==> src/rtl/sclgen_pkg.sv <==
package sclgen_pkg;
  typedef enum logic [1:0] {
    PH_IDLE = 2'd0,
    PH_LOW  = 2'd1,
    PH_HIGH = 2'd2
  } phase_e;

  // Fixed cycles added on top of the programmed counts.
  localparam int LOW_EXTRA  = 1;
  localparam int HIGH_EXTRA = 8;
endpackage

==> src/rtl/sclgen_cfg_shadow.sv <==
module sclgen_cfg_shadow #(
  parameter int CNT_W      = 16,
  parameter int HOLD_W     = 16,
  parameter int NUM_SPEEDS = 2,
  localparam int SEL_W     = (NUM_SPEEDS > 1) ? $clog2(NUM_SPEEDS) : 1
) (
  input  logic                             clk,
  input  logic                             rst_n,
  input  logic                             load,
  input  logic [SEL_W-1:0]                 speed_sel,
  input  logic [NUM_SPEEDS-1:0][CNT_W-1:0] high_tab,
  input  logic [NUM_SPEEDS-1:0][CNT_W-1:0] low_tab,
  input  logic [HOLD_W-1:0]                hold_in,
  output logic [CNT_W-1:0]                 high_q,
  output logic [CNT_W-1:0]                 low_q,
  output logic [HOLD_W-1:0]                hold_q
);
  logic [CNT_W-1:0] high_pick, low_pick;

  always_comb begin
    high_pick = high_tab[0];
    low_pick  = low_tab[0];
    for (int i = 1; i < NUM_SPEEDS; i++) begin
      if (speed_sel == SEL_W'(i)) begin
        high_pick = high_tab[i];
        low_pick  = low_tab[i];
      end
    end
  end

  always_ff @(posedge clk or negedge rst_n) begin
    if (!rst_n) begin
      high_q <= '0;
      low_q  <= '0;
      hold_q <= '0;
    end else if (load) begin
      high_q <= high_pick;
      low_q  <= low_pick;
      hold_q <= hold_in;
    end
  end

  // captured settings stay frozen while the generator runs.
  p_cfg_frozen_r9: assert property (@(posedge clk) disable iff (!rst_n)
    !load |=> ($stable(high_q) && $stable(low_q) && $stable(hold_q)));
endmodule

==> src/rtl/sclgen_phase_fsm.sv <==
module sclgen_phase_fsm
  import sclgen_pkg::*;
#(
  parameter int CNT_W = 16,
  parameter int CW    = CNT_W + 2
) (
  input  logic             clk,
  input  logic             rst_n,
  input  logic             run,
  input  logic             scl_in,
  input  logic [CNT_W-1:0] high_cnt,
  input  logic [CNT_W-1:0] low_cnt,
  output phase_e           phase,
  output logic [CW-1:0]    cnt,
  output logic             pull_low
);
  logic          seen_high;
  logic [CW-1:0] low_last, high_last;
  logic          high_counting;

  assign low_last      = CW'(low_cnt) + CW'(LOW_EXTRA - 1);
  assign high_last     = CW'(high_cnt) + CW'(HIGH_EXTRA - 1);
  assign high_counting = seen_high || scl_in;
  assign pull_low      = (phase == PH_LOW);

  always_ff @(posedge clk or negedge rst_n) begin
    if (!rst_n) begin
      phase     <= PH_IDLE;
      cnt       <= '0;
      seen_high <= 1'b0;
    end else if (!run) begin
      phase     <= PH_IDLE;
      cnt       <= '0;
      seen_high <= 1'b0;
    end else begin
      unique case (phase)
        PH_IDLE: begin
          phase <= PH_LOW;
          cnt   <= '0;
        end
        PH_LOW: begin
          if (cnt == low_last) begin
            phase     <= PH_HIGH;
            cnt       <= '0;
            seen_high <= 1'b0;
          end else begin
            cnt <= cnt + CW'(1);
          end
        end
        PH_HIGH: begin
          if (high_counting) begin
            seen_high <= 1'b1;
            if (cnt == high_last) begin
              phase <= PH_LOW;
              cnt   <= '0;
            end else begin
              cnt <= cnt + CW'(1);
            end
          end
        end
        default: begin
          phase <= PH_IDLE;
          cnt   <= '0;
        end
      endcase
    end
  end

  // a line held low before the first high sample keeps the count at zero.
  p_stretch_wait_r5: assert property (@(posedge clk) disable iff (!rst_n)
    (run && phase == PH_HIGH && !seen_high && !scl_in) |=> (phase == PH_HIGH && cnt == '0));

  // the low count never passes its end value.
  p_low_bound_r2: assert property (@(posedge clk) disable iff (!rst_n)
    (phase == PH_LOW) |-> (cnt <= low_last));

  // a stop request returns the generator to idle on the next edge.
  p_stop_idle_r10: assert property (@(posedge clk) disable iff (!rst_n)
    !run |=> (phase == PH_IDLE));
endmodule

==> src/rtl/sclgen_hold_strobe.sv <==
module sclgen_hold_strobe
  import sclgen_pkg::*;
#(
  parameter int CNT_W  = 16,
  parameter int HOLD_W = 16,
  parameter int CW     = CNT_W + 2
) (
  input  phase_e            phase,
  input  logic [CW-1:0]     cnt,
  input  logic [CNT_W-1:0]  low_cnt,
  input  logic [HOLD_W-1:0] hold,
  output logic              strobe
);
  logic [CW-1:0] hold_eff, last_low_idx, target;

  assign last_low_idx = CW'(low_cnt) + CW'(LOW_EXTRA - 1);
  assign hold_eff     = (hold == '0) ? CW'(1) : CW'(hold);
  assign target       = (hold_eff > last_low_idx) ? last_low_idx : hold_eff;
  assign strobe       = (phase == PH_LOW) && (cnt == target);
endmodule

==> src/rtl/scl_timing_gen.sv <==
module scl_timing_gen
  import sclgen_pkg::*;
#(
  parameter int CNT_W  = 16,
  parameter int HOLD_W = 16
) (
  input  logic              clk,
  input  logic              rst_n,
  input  logic              gen_en,
  input  logic              fast_mode,
  input  logic [CNT_W-1:0]  std_high_cnt,
  input  logic [CNT_W-1:0]  std_low_cnt,
  input  logic [CNT_W-1:0]  fast_high_cnt,
  input  logic [CNT_W-1:0]  fast_low_cnt,
  input  logic [HOLD_W-1:0] sda_hold_cnt,
  input  logic              scl_sense,
  output logic              scl_pull_low,
  output logic              sda_update
);
  localparam int CW     = ((CNT_W > HOLD_W) ? CNT_W : HOLD_W) + 2;
  localparam int SPEEDS = 2;

  phase_e                         phase;
  logic [CW-1:0]                  cnt;
  logic [CNT_W-1:0]               high_q, low_q;
  logic [HOLD_W-1:0]              hold_q;
  logic [SPEEDS-1:0][CNT_W-1:0]   high_tab, low_tab;

  assign high_tab = {fast_high_cnt, std_high_cnt};
  assign low_tab  = {fast_low_cnt, std_low_cnt};

  sclgen_cfg_shadow #(
    .CNT_W(CNT_W), .HOLD_W(HOLD_W), .NUM_SPEEDS(SPEEDS)
  ) u_cfg (
    .clk(clk), .rst_n(rst_n), .load(phase == PH_IDLE),
    .speed_sel(fast_mode), .high_tab(high_tab), .low_tab(low_tab),
    .hold_in(sda_hold_cnt), .high_q(high_q), .low_q(low_q), .hold_q(hold_q)
  );

  sclgen_phase_fsm #(.CNT_W(CNT_W), .CW(CW)) u_fsm (
    .clk(clk), .rst_n(rst_n), .run(gen_en), .scl_in(scl_sense),
    .high_cnt(high_q), .low_cnt(low_q),
    .phase(phase), .cnt(cnt), .pull_low(scl_pull_low)
  );

  sclgen_hold_strobe #(.CNT_W(CNT_W), .HOLD_W(HOLD_W), .CW(CW)) u_hold (
    .phase(phase), .cnt(cnt), .low_cnt(low_q), .hold(hold_q), .strobe(sda_update)
  );

  // Checker state: strobes seen in the current low phase.
  logic strobe_seen;
  always_ff @(posedge clk or negedge rst_n) begin
    if (!rst_n)             strobe_seen <= 1'b0;
    else if (!scl_pull_low) strobe_seen <= 1'b0;
    else if (sda_update)    strobe_seen <= 1'b1;
  end

  // the strobe only occurs while the clock is pulled low.
  p_strobe_in_low_r6: assert property (@(posedge clk) disable iff (!rst_n)
    sda_update |-> scl_pull_low);

  // at most one strobe per low phase.
  p_single_strobe_r6: assert property (@(posedge clk) disable iff (!rst_n)
    sda_update |-> !strobe_seen);

  // idle means both outputs quiet.
  p_idle_quiet_r1: assert property (@(posedge clk) disable iff (!rst_n)
    (phase == PH_IDLE) |-> (!scl_pull_low && !sda_update));

  // stop releases the line on the next cycle.
  p_stop_release_r10: assert property (@(posedge clk) disable iff (!rst_n)
    !gen_en |=> (!scl_pull_low && !sda_update));
endmodule

==> config.mk <==
export PLATFORM = sky130hd
export DESIGN_NAME = scl_timing_gen
export DESIGN_NICKNAME = d
export VERILOG_FILES = /design/src/rtl/sclgen_pkg.sv /design/src/rtl/sclgen_cfg_shadow.sv /design/src/rtl/sclgen_phase_fsm.sv /design/src/rtl/sclgen_hold_strobe.sv /design/src/rtl/scl_timing_gen.sv
export SDC_FILE = /design/constraint.sdc
export NUM_CORES = 1
export LEC_CHECK = 0
export BUFFER_PORTS_ARGS = -buffer_cell sky130_fd_sc_hd__buf_2
export CAP_MARGIN = 40
export CELL_PAD_IN_SITES_DETAIL_PLACEMENT = 1
export CELL_PAD_IN_SITES_GLOBAL_PLACEMENT = 2
export CORE_MARGIN = 3
export CORE_UTILIZATION = 37
export CTS_CLUSTER_SIZE = 10
export DETAILED_ROUTE_END_ITERATION = 10
export HOLD_SLACK_MARGIN = 0.06
export PLACE_DENSITY = 0.86
export SKIP_CTS_REPAIR_TIMING = 1
export SLEW_MARGIN = 20
export SYNTH_ARGS = -nofsm -noshare
export SYNTH_HDL_FRONTEND = slang
export SYNTH_SLANG_ARGS = --single-unit
==> constraint.sdc <==
create_clock -name clk -period 5.1 [get_ports clk]
set_input_delay 1.02 -clock clk [delete_from_list [all_inputs] [get_ports clk]]
set_output_delay 1.02 -clock clk [all_outputs]
set_load 0.02 [all_outputs]
==> results of run 1 <==
## metrics by stage
stage	worst slack (ns)	hold slack (ns)
global route	0.508	0.577
detailed placement	1.29	0.537
finish	0.969	0.556
global placement	1.44	0.528
CTS	0.917	0.553
floorplan	1.61	0.482
## kinds of logic after synthesis
logic type / count (synthesis)
mux: 54
simple gates: 158
flops: 69
fa+ha+maj: 22
xor+xnor: 59
compound gates: 95
buf+inv: 75
## power by group through the flow
| stage | clock [mW] | combinational (mW) | sequential, mW |
|---|---|---|---|
| 2_1_floorplan | 0 | 1.03 | 0.925 |
| 3_3_place_gp | 0 | 1.21 | 1.02 |
| 3_5_place_dp | 0 | 1.27 | 1.04 |
| 4_1_cts | 0.639 | 1.28 | 1.03 |
| 5_1_grt | 0.667 | 1.44 | 1.07 |
| 6_report | 0.627 | 1.27 | 1.03 |
## per-layer routing
metal	routed length, um	share of wire [%]
met3	493	3.5
met5	0	0
met4	370	2.6
met1	6670	48
met2	6440	46
## layout by cell type, fill, tap and decap left out, drive strengths merged, types with 2 or more instances in the layout
| cell type | instances |
|---|---|
| buf | 91 |
| dfrtp | 69 |
| a21oi | 52 |
| nor2 | 50 |
| mux2i | 39 |
| xor2 | 38 |
| nand2 | 33 |
| inv | 25 |
| ha | 22 |
| xnor2 | 21 |
| nand3 | 17 |
| mux2 | 15 |
| nor3 | 15 |
| o21ai | 13 |
| clkbuf | 12 |
| nor4 | 10 |
| nand4 | 7 |
| o211ai | 4 |
| a21o | 4 |
| a31oi | 4 |
| and2 | 4 |
| or3 | 4 |
| and3 | 4 |
| a211o | 3 |
| o221ai | 3 |
| or2 | 3 |
| nor2b | 2 |
| a2111oi | 2 |
| a221oi | 2 |
| nand2b | 2 |
| nand3b | 2 |
| clkinv | 2 |
## area by class of cell
cell class | instances | area [sq um] | share of cell area (%)
Clock buffer | 12 | 246 | 4.44
Clock inverter | 4 | 47.5 | 0.857
Sequential cell | 69 | 1730 | 31.1
Tap cell | 168 | 210 | 3.79
Multi-Input combinational cell | 388 | 2730 | 49.2
Inverter | 25 | 93.8 | 1.69
Timing Repair Buffer | 91 | 493 | 8.89
## registers in the layout, summed over array words and instances, names as in the netlist
signal	count
u_cfg.high_q	16
u_fsm.phase	2
u_cfg.low_q	16
u_cfg.hold_q	16
u_fsm.cnt	18
u_fsm.seen_high	1
## path summary, 6_finish.rpt
| path | slack [ns] | endpoint | depth (start not counted) |
|---|---|---|---|
| min reg2reg | 0.56 | u_cfg.hold_q[0] | 1 |
| max reg2reg | 2.03 | u_fsm.cnt[16] | 10 |
| max | 0.97 | sda_update | 10 |
| min | 0.56 | u_cfg.hold_q[0] | 1 |
| min in group asynchronous | 0.65 | u_cfg.hold_q[10] | 1 |
| max in group asynchronous | 3.51 | u_cfg.high_q[6] | 3 |
## worst max-delay path, cell delays in order (launching register included)
cell	delay [ns]
dfrtp_1	0.38
inv_1	0.06
ha_1	0.32
a21oi_1	0.16
nor2_1	0.06
a211o_1	0.31
a2111oi_0	0.41
nor2_1	0.21
a2111oi_0	0.44
o221a_2	0.26
buf_2	0.15
==> flow_metrics.py, run 1 <==
metrics = {
    "status": {
        "outcome": "completed",
    },
    "die": {
        "die_w_um": 119,
        "row_count": 40,
        "die_h_um": 119,
        "start_util_pct": 38.7,
        "die-area_sq_mm": 0.0142,
        "core_area_sq_mm": 0.0123,
        "ios": 87,
    },
    "timing": {
        "timing.slew.headroom_pct": 45.2,
        "fmax_mhz": 242,
        "grt_setup_unrepaired": "false",
        "worst_pin_slew_ns": 0.822,
        "setup_tns_ns": 0,
        "skew_ns": 0.00796,
        "hold_violations": 0,
        "fin_crit_ns": 4.13,
        "setup_viol": 0,
        "drv_slew": 0,
        "period_share_pct": 81.0,
    },
    "power_and_ir_drop": {
        "p_clk_share_pct": 21.4,
        "power.switching_mw": 1.22,
        "pwr-share-seq_pct": 35.2,
        "vdd_drop_max_mv": 0.207,
        "p_int_mw": 1.71,
        "power_density_mw_per_mm2": 528,
        "leakage_nw": 2.57,
        "power_mw": 2.93,
        "p_comb_share_pct": 43.4,
        "swShare_pct": 41.7,
    },
    "logic_synthesis": {
        "synth_simple_gate_area_share_pct": 16.5,
        "synth_xor_area_share_pct": 10.9,
        "yosys_most_used_dff": "dfrtp_1",
        "synth.top_cell.area_share_pct": 36.4,
        "synth_top_family_by_area": "simple AND/OR/NAND/NOR gates",
        "yosysTopAreaCell": "dfrtp_1",
        "synth.most_common_cell": "dfrtp_1",
        "postSynthCellCount": 532,
        "synthesis.nets": 639,
        "synth_edf_count": 0,
        "yosys-mux-area-fraction_pct": 11.8,
        "synth_compound_area_share_pct": 12.5,
        "synth_area_leaders": "dfrtp_1 36%, mux2i_1 8.2%, xor2_1 7.0%",
        "ys_types": 57,
        "ys_seq_elements": 69,
        "ys_top_cells_by_count": "69 x dfrtp_1, 52 x a21oi_1, 50 x nor2_1",
        "yosysSeqAreaShare_pct": 36.4,
        "syn_avg_cell_area_sq_um": 8.92,
        "ys_async_sr_fraction_pct": 100,
        "syn_area_sq_mm": 0.00474,
        "synthAdderAreaFrac_pct": 5.80,
        "synth_warnings": 0,
    },
    "worst_setup_path": {
        "endpoint_kind": "output port",
        "arrival_ns": 3.11,
        "crit_fanout": 5,
        "r2r_start": "u_cfg.high_q[0]",
        "startpoint_type": "flip-flop",
        "crit_path_start": "u_cfg.low_q[12]",
        "required_ns": 4.08,
        "critPathKind": "flip-flop to output port",
    },
    "routing": {
        "drtAntennaViolNets": 0,
        "drcViolationCount": 0,
        "wl_um": 14000,
        "avgRoutedWirePerCell_um": 18.5,
        "via_count": 3976,
        "drtIter0Drc": 155,
        "firstDrtPassIters": 4,
        "viasPerCell": 5.25,
    },
    "grt": {
        "grt_pass1_vias": 4252,
        "grtUsageMet2_pct": 32.1,
        "grt_pass1_wl_um": 22600,
        "antenna_found_initial": 0,
        "grt_busiest_layer": "met2",
        "grt_use_met1_pct": 28.2,
        "grt_use_met3_pct": 2.90,
        "track_usage_pct": 20.4,
        "grt_max_degree": 50,
        "grt_overflow_total": 0,
    },
    "clock_network": {
        "h-tree-depth": 3,
        "clock_path_buffers": 2,
        "cts-buffers-inserted": 9,
        "clock_sinks": 69,
        "path_clk_slew_ns": 0.06,
        "clkLatencyLatePin_ns": 0.34,
        "cts_root_buffer": "clkbuf_16",
        "cts_tree": "done",
    },
    "layout": {
        "drive_above_1_share_pct": 22.4,
        "instances_no_fill": 757,
        "fillCellCount": 1454,
        "area_growth_pct": 17.0,
        "post-route-util_pct": 45.2,
        "antennaDiodeCount": 0,
        "layout.nets": 691,
        "final_area_sq_mm": 0.00555,
    },
    "placed_design": {
        "portBuffers": 86,
        "place.gp.congestion": 0.887,
        "place_area_sq_mm": 0.00523,
        "dp.cells": 740,
        "hpwl_um": 10800,
    },
    "min_path": {
        "hold_class": "flip-flop to flip-flop",
        "min-delay-start": "u_cfg.hold_q[0]",
    },
    "flow_run": {
        "maxCapViolCount": 0,
    },
}
Power figures use the tool's default switching activity.
==> inputs of run 2 (changes only) <==
- ABC_AREA: unset -> 1
- CORE_UTILIZATION: 37 -> 28
- PLACE_DENSITY: 0.86 -> 0.75
- clock period: 5.1 -> 3.6 ns (I/O delays scaled with it)
==> flow_metrics.py, run 2 <==
metrics = {
    "logic_synthesis": {
        "postSynthCellCount": 736,
        "synth_edf_count": 0,
        "yosysTopAreaCell": "dfrtp_1",
        "yosys_most_used_dff": "dfrtp_1",
        "synth_top_family_by_area": "simple AND/OR/NAND/NOR gates",
        "synthAdderAreaFrac_pct": 5.43,
        "syn_area_sq_mm": 0.00507,
        "syn_avg_cell_area_sq_um": 6.89,
        "synth_simple_gate_area_share_pct": 29.3,
        "synth.most_common_cell": "nand2_1",
        "ys_seq_elements": 69,
        "ys_async_sr_fraction_pct": 100,
        "synth_compound_area_share_pct": 15.0,
        "ys_types": 38,
        "ys_top_cells_by_count": "170 x nand2_1, 90 x inv_1, 78 x nor2_1",
        "synthesis.nets": 843,
        "synth.top_cell.area_share_pct": 34.1,
        "synth_xor_area_share_pct": 6.05,
        "yosys-mux-area-fraction_pct": 0,
        "synth_warnings": 0,
        "yosysSeqAreaShare_pct": 34.1,
        "synth_area_leaders": "dfrtp_1 34%, nand2_1 13%, inv_1 6.7%",
    },
    "layout": {
        "layout.nets": 917,
        "top_register": "u_fsm.cnt",
        "drive_above_1_share_pct": 19.0,
        "instances_no_fill": 1040,
        "final_common_cell": "nand2_1",
        "multi_input_area_sq_mm": 0.00292,
        "final_cell_mix": "168 x nand2_1, 86 x inv_1, 85 x buf_2, 73 x nor2_1, 67 x dfrtp_1",
        "antennaDiodeCount": 0,
        "post-route-util_pct": 35.7,
        "largest_reg_flops": 18,
        "seq_area_sq_mm": 0.00173,
        "area_growth_pct": 23.0,
        "fillCellCount": 2241,
    },
    "grt": {
        "track_usage_pct": 19.5,
        "antenna_found_initial": 0,
        "grt_pass1_wl_um": 30000,
        "grt_pass1_vias": 5563,
        "grt_max_degree": 83,
        "grt_overflow_total": 0,
    },
    "placed_design": {
        "place_ws_ns": 0.286,
        "dp.cells": 1014,
        "hpwl_um": 14800,
        "place.gp.congestion": 0.873,
        "portBuffers": 86,
    },
    "status": {
        "outcome": "completed",
    },
    "timing": {
        "period_share_pct": 94.3,
        "fin_crit_ns": 3.40,
        "fmax_mhz": 294,
        "hold_slack_ns": 0.194,
        "fin_ws_ns": 0.204,
        "timing.slew.headroom_pct": 61.7,
        "hold_violations": 0,
        "setup_viol": 0,
        "worst_pin_slew_ns": 0.575,
        "drv_slew": 0,
        "skew_ns": 0.00896,
    },
    "flow_run": {
        "maxCapViolCount": 0,
    },
    "worst_setup_path": {
        "required_ns": 2.88,
        "critPathKind": "flip-flop to output port",
        "startpoint_type": "flip-flop",
        "arrival_ns": 2.68,
        "crit_fanout": 12,
        "endpoint_kind": "output port",
    },
    "routing": {
        "viasPerCell": 4.97,
        "wl_um": 18800,
        "drtAntennaViolNets": 0,
        "avgRoutedWirePerCell_um": 18.1,
        "via_count": 5167,
        "drtIter0Drc": 277,
        "firstDrtPassIters": 4,
        "drcViolationCount": 0,
    },
    "clock_network": {
        "clock_path_buffers": 2,
        "path_clk_slew_ns": 0.06,
        "clock_sinks": 69,
        "h-tree-depth": 3,
        "cts_root_buffer": "clkbuf_16",
        "clkLatencyLatePin_ns": 0.34,
        "cts-buffers-inserted": 9,
        "cts_tree": "done",
    },
    "power_and_ir_drop": {
        "power_mw": 5.34,
        "vdd_drop_max_mv": 0.377,
        "power_density_mw_per_mm2": 856,
        "leakage_nw": 3.01,
    },
    "die": {
        "core_area_sq_mm": 0.0175,
        "die-area_sq_mm": 0.0197,
        "die_h_um": 141,
        "ios": 87,
        "row_count": 48,
        "die_w_um": 141,
        "start_util_pct": 29.0,
    },
    "min_path": {
        "hold_class": "input pin to async pin",
    },
}
[run 2: cell types whose count changed after synthesis, moves of 15 or more]
cell | before | now
nand3_1 | 17 | 51
xor2_1 | 38 | 19
mux2_2 | 15 | 0
o21ai_0 | 6 | 66
mux2i_1 | 39 | 0
nand2_1 | 33 | 170
o22ai_1 | 0 | 31
inv_1 | 24 | 90
nor2_1 | 50 | 78
a21oi_1 | 52 | 24
[run 2: cell families after synthesis]
kind of cell | count (synthesis)
XOR/XNOR | 35
adder cells (fa/ha/maj) | 22
flip-flops | 69
buffers and inverters | 131
AND/OR/NAND/NOR | 342
AO/OA/AOI/OAI | 137
[run 2: through the flow]
step                setup TNS (ns)  cell area [sq um]
global placement                 0               5680
finish                           0               6230
detailed placement               0               5690
global route               -0.0170               6230
CTS                         -0.111               6050
floorplan                        0               5070
[run 2: per-layer routing]
| metal | share of wire, % | vias to the layer above | track usage (%) |
|---|---|---|---|
| met5 | 0 | - | 0 |
| met4 | 3.4 | 0 | 8.72 |
| met3 | 3.3 | 35 | 2.56 |
| met2 | 49 | 101 | 33.7 |
| met1 | 44 | 2485 | 24.3 |
| li1 | - | 2546 | - |
[run 2: worst paths after layout]
kind | start | endpoint | slack (ns) | depth (start not counted)
worst max-delay path | u_cfg.hold_q[13] | sda_update | 0.20 | 17
worst min-delay path | rst_n | u_cfg.high_q[3] | 0.19 | 1
worst max register to register | u_fsm.phase[0] | u_fsm.cnt[13] | 1.10 | 13
worst min register to register | u_fsm.seen_high | u_fsm.seen_high | 0.55 | 2
max in group asynchronous | rst_n | u_cfg.hold_q[2] | 2.94 | 2
min in group clk | u_fsm.seen_high | u_fsm.seen_high | 0.55 | 2
[run 2: worst max-delay path, cell delays in order (launching register included)]
cell and delay [ns]:
dfrtp_1 0.42, inv_1 0.12, nand4_1 0.09, nor2_1 0.15, a21oi_2 0.10, ha_1 0.20, nor2_2 0.14, o2111ai_4 0.18
nand3_4 0.16, nand2_8 0.09, nand2_1 0.10, nand2_1 0.06, nand2_1 0.05, nand2_1 0.05, nor2_1 0.09, nand3_1 0.09
nor2_2 0.10, buf_4 0.14
[run 2: where the power goes]
part / switching (mW) / leakage [nW] / internal (mW) / total [mW]
sequential: 0.317 / 0.861 / 1.08 / 1.39
clock: 0.366 / 0.172 / 0.716 / 1.08
combinational: 1.82 / 1.98 / 1.04 / 2.86
total: 2.50 / 3.01 / 2.84 / 5.34
[run 2: cell type report]
cell class              instances  share of cell area (%)
inverters                      91                    5.48
clock inverters                 5                    1.71
flip-flops and latches         69                    27.7
well taps                     225                    4.52
multi-input cells             537                    46.9
repair buffers                102                    9.59
clock buffers                  11                    4.05
